===== config.mk =====
export PLATFORM = sky130hd
export DESIGN_NAME = burst_seq_top
export DESIGN_NICKNAME = d
export VERILOG_FILES = /design/src/rtl/burst_seq_pkg.sv /design/src/rtl/burst_seq_ctrl.sv /design/src/rtl/burst_seq_dp.sv /design/src/rtl/burst_seq_top.sv
export SDC_FILE = /design/constraint.sdc
export NUM_CORES = 1
export LEC_CHECK = 0
export CAP_MARGIN = 20
export CORE_AREA = 2 2 39 41
export DETAILED_ROUTE_END_ITERATION = 7
export DIE_AREA = 0 0 41 43
export PLACE_DENSITY_LB_ADDON = 0.15
export SLEW_MARGIN = 25
export SYNTH_ARGS = -nofsm -noshare
export SYNTH_HDL_FRONTEND = slang
export SYNTH_SLANG_ARGS = --single-unit

===== constraint.sdc =====
create_clock -name clk -period 1.25 [get_ports clk]
set_clock_uncertainty 0.15 [all_clocks]
set_input_delay 0.375 -clock clk [delete_from_list [all_inputs] [get_ports clk]]
set_output_delay 0.375 -clock clk [all_outputs]
set_load 0.01 [all_outputs]

===== src/rtl/burst_seq_pkg.sv =====
package burst_seq_pkg;

  // Strobes from the control decoder to the datapath; at most one is acted on per edge.
  typedef struct packed {
    logic clear;
    logic load;
    logic step;
  } seqStrobe_t;

  typedef enum logic {
    ORDER_LINEAR = 1'b0,
    ORDER_ILV    = 1'b1
  } burstOrder_e;

endpackage


===== src/rtl/burst_seq_ctrl.sv =====
module burst_seq_ctrl
  import burst_seq_pkg::*;
(
  input  logic       rst,
  input  logic       loadStb,
  input  logic       advanceN,
  output seqStrobe_t strb
);

  // Priority: reset, then load, then advance.
  always_comb begin
    strb.clear = rst;
    strb.load  = !rst && loadStb;
    strb.step  = !rst && !loadStb && !advanceN;
  end

endmodule


===== src/rtl/burst_seq_dp.sv =====
module burst_seq_dp
  import burst_seq_pkg::*;
#(
  parameter int BEAT_W = 2
) (
  input  logic              clk,
  input  seqStrobe_t        strb,
  input  logic [BEAT_W-1:0] loadVal,
  input  burstOrder_e       order,
  output logic [BEAT_W-1:0] offset,
  output logic [BEAT_W-1:0] count
);

  localparam logic [BEAT_W-1:0] ZERO = '0;
  localparam logic [BEAT_W-1:0] ONE  = BEAT_W'(1);

  logic [BEAT_W-1:0] startQ;
  logic [BEAT_W-1:0] cntQ;
  logic [BEAT_W-1:0] linOff;
  logic [BEAT_W-1:0] ilvOff;

  always_ff @(posedge clk) begin
    if (strb.clear) begin
      startQ <= ZERO;
      cntQ   <= ZERO;
    end else if (strb.load) begin
      startQ <= loadVal;
      cntQ   <= ZERO;
    end else if (strb.step) begin
      cntQ   <= cntQ + ONE;
    end
  end

  // Interleaved order flips start bits bit by bit; linear adds with natural wrap.
  for (genvar b = 0; b < BEAT_W; b++) begin : g_ilv
    assign ilvOff[b] = startQ[b] ^ cntQ[b];
  end

  assign linOff = startQ + cntQ;

  always_comb begin
    unique case (order)
      ORDER_ILV:    offset = ilvOff;
      ORDER_LINEAR: offset = linOff;
      default:      offset = linOff;
    endcase
  end

  assign count = cntQ;

endmodule


===== src/rtl/burst_seq_top.sv =====
module burst_seq_top
  import burst_seq_pkg::*;
#(
  parameter int BEAT_W = 2
) (
  input  logic              clk,
  input  logic              rst,
  input  logic              loadStb,
  input  logic [BEAT_W-1:0] addrLow,
  input  logic              advanceN,
  input  logic              orderIlv,
  output logic [BEAT_W-1:0] burstOffset,
  output logic [BEAT_W-1:0] beatIdx
);

  seqStrobe_t  strb;
  burstOrder_e order;

  assign order = burstOrder_e'(orderIlv);

  burst_seq_ctrl u_ctrl (
    .rst      (rst),
    .loadStb  (loadStb),
    .advanceN (advanceN),
    .strb     (strb)
  );

  burst_seq_dp #(.BEAT_W(BEAT_W)) u_dp (
    .clk     (clk),
    .strb    (strb),
    .loadVal (addrLow),
    .order   (order),
    .offset  (burstOffset),
    .count   (beatIdx)
  );

endmodule


==> run metrics <==
PD cells=912 mW/mm^2; period utilization=131%; max-cap viol count=0; DRC viols=0; Leak=approximately 0.18 nW; layout cells sized above 1=~65%; area occupied by multi-input gates=around 150 um^2; Final Setup Violations=4; smallest hold slack=between 300 and 400 ps; ranking of synthesized cells by area=dfxtp_1, xnor2_1, mux2i_1, nor2b_4, ha_1; failing checks=setup timing; syn avg cell area=between 10 and 15 um^2; IO Pins=11; mapped cell area=201 um^2; Skew-Pair Late Insertion Delay=230 ps; worst min-delay path class=in2reg; die outline height=~43 um; Commonest cells post-synth=dfxtp_1, xnor2_1, mux2i_1, nor2_1; initial core utilization=roughly 15%; crit end category=output pin; largest net degree at the start of global routing=5; Yosys cell types=11; Root Driver=clkbuf_4; count leader, synth=dfxtp_1; placeable core region=0.00138 mm^2; arrival time of the worst setup path=approximately 1100 ps; Post-Syn Nets=26; post-layout minimum cycle time=1640 ps; sequential area share after synthesis=39.8%; clock-pin slew on the worst setup and hold paths=around 40 ps; number of global-route vias before repair=approximately 190; clk sinks=4; Worst EP required=730 ps; Area Growth Syn to Fin=105%; GRT Util Overall=roughly 7.8%; ant diodes=0; Slew @ Worst Pin=approximately 240 ps; first-pass GRT wire length=800 um; Yosys Warn Count=0; initial antenna violation count=0; number of enable flip-flop cells after synthesis=0; Clock Tree Buf Depth=2; VDD IR-drop max=roughly 0.63 mV; CTS Buf Count=3; final cell area excluding filler cells=between 400 and 500 um^2; CTS tree=done; drt first pass iters=2; fill count=152; row count=14; H-tree lvl count=1; final std cells w/o fill=50; Place WS=-925 ps; Pins Over Slew Limit=0; RSZ-0062 raised after global routing=true; Post-DP Area=between 300 and 400 um^2; status=complete, but fails checks; area leader, netlist=dfxtp_1; die area=~0.0018 mm^2; Yosys top cell area share=roughly two fifths; final WL=484 um; drt wl/cell=slightly below 10 um; relative slew slack=between 80% and 90%; Final Hold Fails=0; worst setup margin=-389 ps; FMAX=0.610 GHz; cell count after placement=46; total grt overflow=0; PortBufs=10; #FFs+latches synth=4; gpl congestion=about 0.67; Primary FF master, synth=dfxtp_1; crit-path max FO=2; DRT antenna net count=0; Register Area=between 80 and 90 um^2; die width=roughly 41 um; critical path class=reg2out; FFs w/ async S/R, synth=0%; post-synthesis cell count=18; startpoint class of the critical path=flip-flop; final net count=44; vias per cell=about 3.5; vias=176; Post-CTS Hold Fix Bufs=0; initial drt markers=2
## state kept, by name, indices dropped and copies added (netlist names)
signal / count
u_dp.startQ: 2
u_dp.count: 2
## placed cells by master (no fill, tap or decap)
| cell | instances |
|---|---|
| dfxtp_2 | 3 |
| nor2b_4 | 2 |
| ha_4 | 1 |
| nor3_2 | 1 |
| buf_4 | 3 |
| dlymetal6s2s_1 | 1 |
| nor2_1 | 2 |
| dfxtp_1 | 1 |
| mux2i_1 | 2 |
| dlygate4sd2_1 | 1 |
| clkdlybuf4s50_1 | 4 |
| and2b_2 | 1 |
| nor4_2 | 1 |
| clkbuf_4 | 3 |
| buf_6 | 4 |
| xnor2_2 | 2 |
| buf_2 | 1 |
| xnor2_1 | 1 |
## routing by layer
metal / part of all wire, % / GRT usage (%)
met2: 52 / 10.6
met5: 0 / 0
met3: 7.0 / 9.42
met1: 40 / 7.42
met4: 0 / 2.00
## worst max-delay path, cell delays in order, from the launching register on
cell and delay (ps):
dfxtp_2 330, ha_4 150, nor2b_4 120, xnor2_2 140
buf_2 140
## stage by stage
step	power, mW	utilization, %	TNS, ps
detailed placement	0.221	26.7	-2650
CTS	0.389	29.1	-768
global placement	0.219	26.7	-2630
finish	0.377	29.8	-705
global route	0.415	29.8	-885
floorplan	0.173	-	-63.0
## where the power goes
group / internal [mW] / switching, mW
clock: 0.107 / 0.0492
combinational: 0.0509 / 0.0281
sequential: 0.135 / 0.00592
## logic make-up after synthesis
kind of cell | share of synthesized area, %
mux | 9.94
flops | 39.8
fa+ha+maj | 6.21
buf+inv | 1.86
simple gates | 29.2
xor+xnor | 13.0
## worst paths after layout
path / start / to / slack, ps / depth (start not counted)
worst min-delay path: loadStb / u_dp.count[0] / 320 / 2
worst max-delay path: u_dp.count[0] / burstOffset[1] / -390 / 4
worst min register to register: u_dp.startQ[0] / u_dp.startQ[0] / 360 / 2
worst max register to register: u_dp.count[0] / u_dp.count[1] / 160 / 4
## repair_timing
| item | in CTS | in global routing |
|---|---|---|
| buffers inserted | 0 | 1 |
| endpoints found under the setup margin | 4 | 6 |
| gates resized for setup | 24 | 1 |
| pin swaps | 1 | 2 |
## cell type report
type                    count  share of cell area [%]
flip-flops and latches      4                    20.3
well taps                  16                    4.85
multi-input cells          13                    37.0
repair buffers             14                    32.4
clock buffers               3                    5.45
Power figures use the tool's default switching activity.
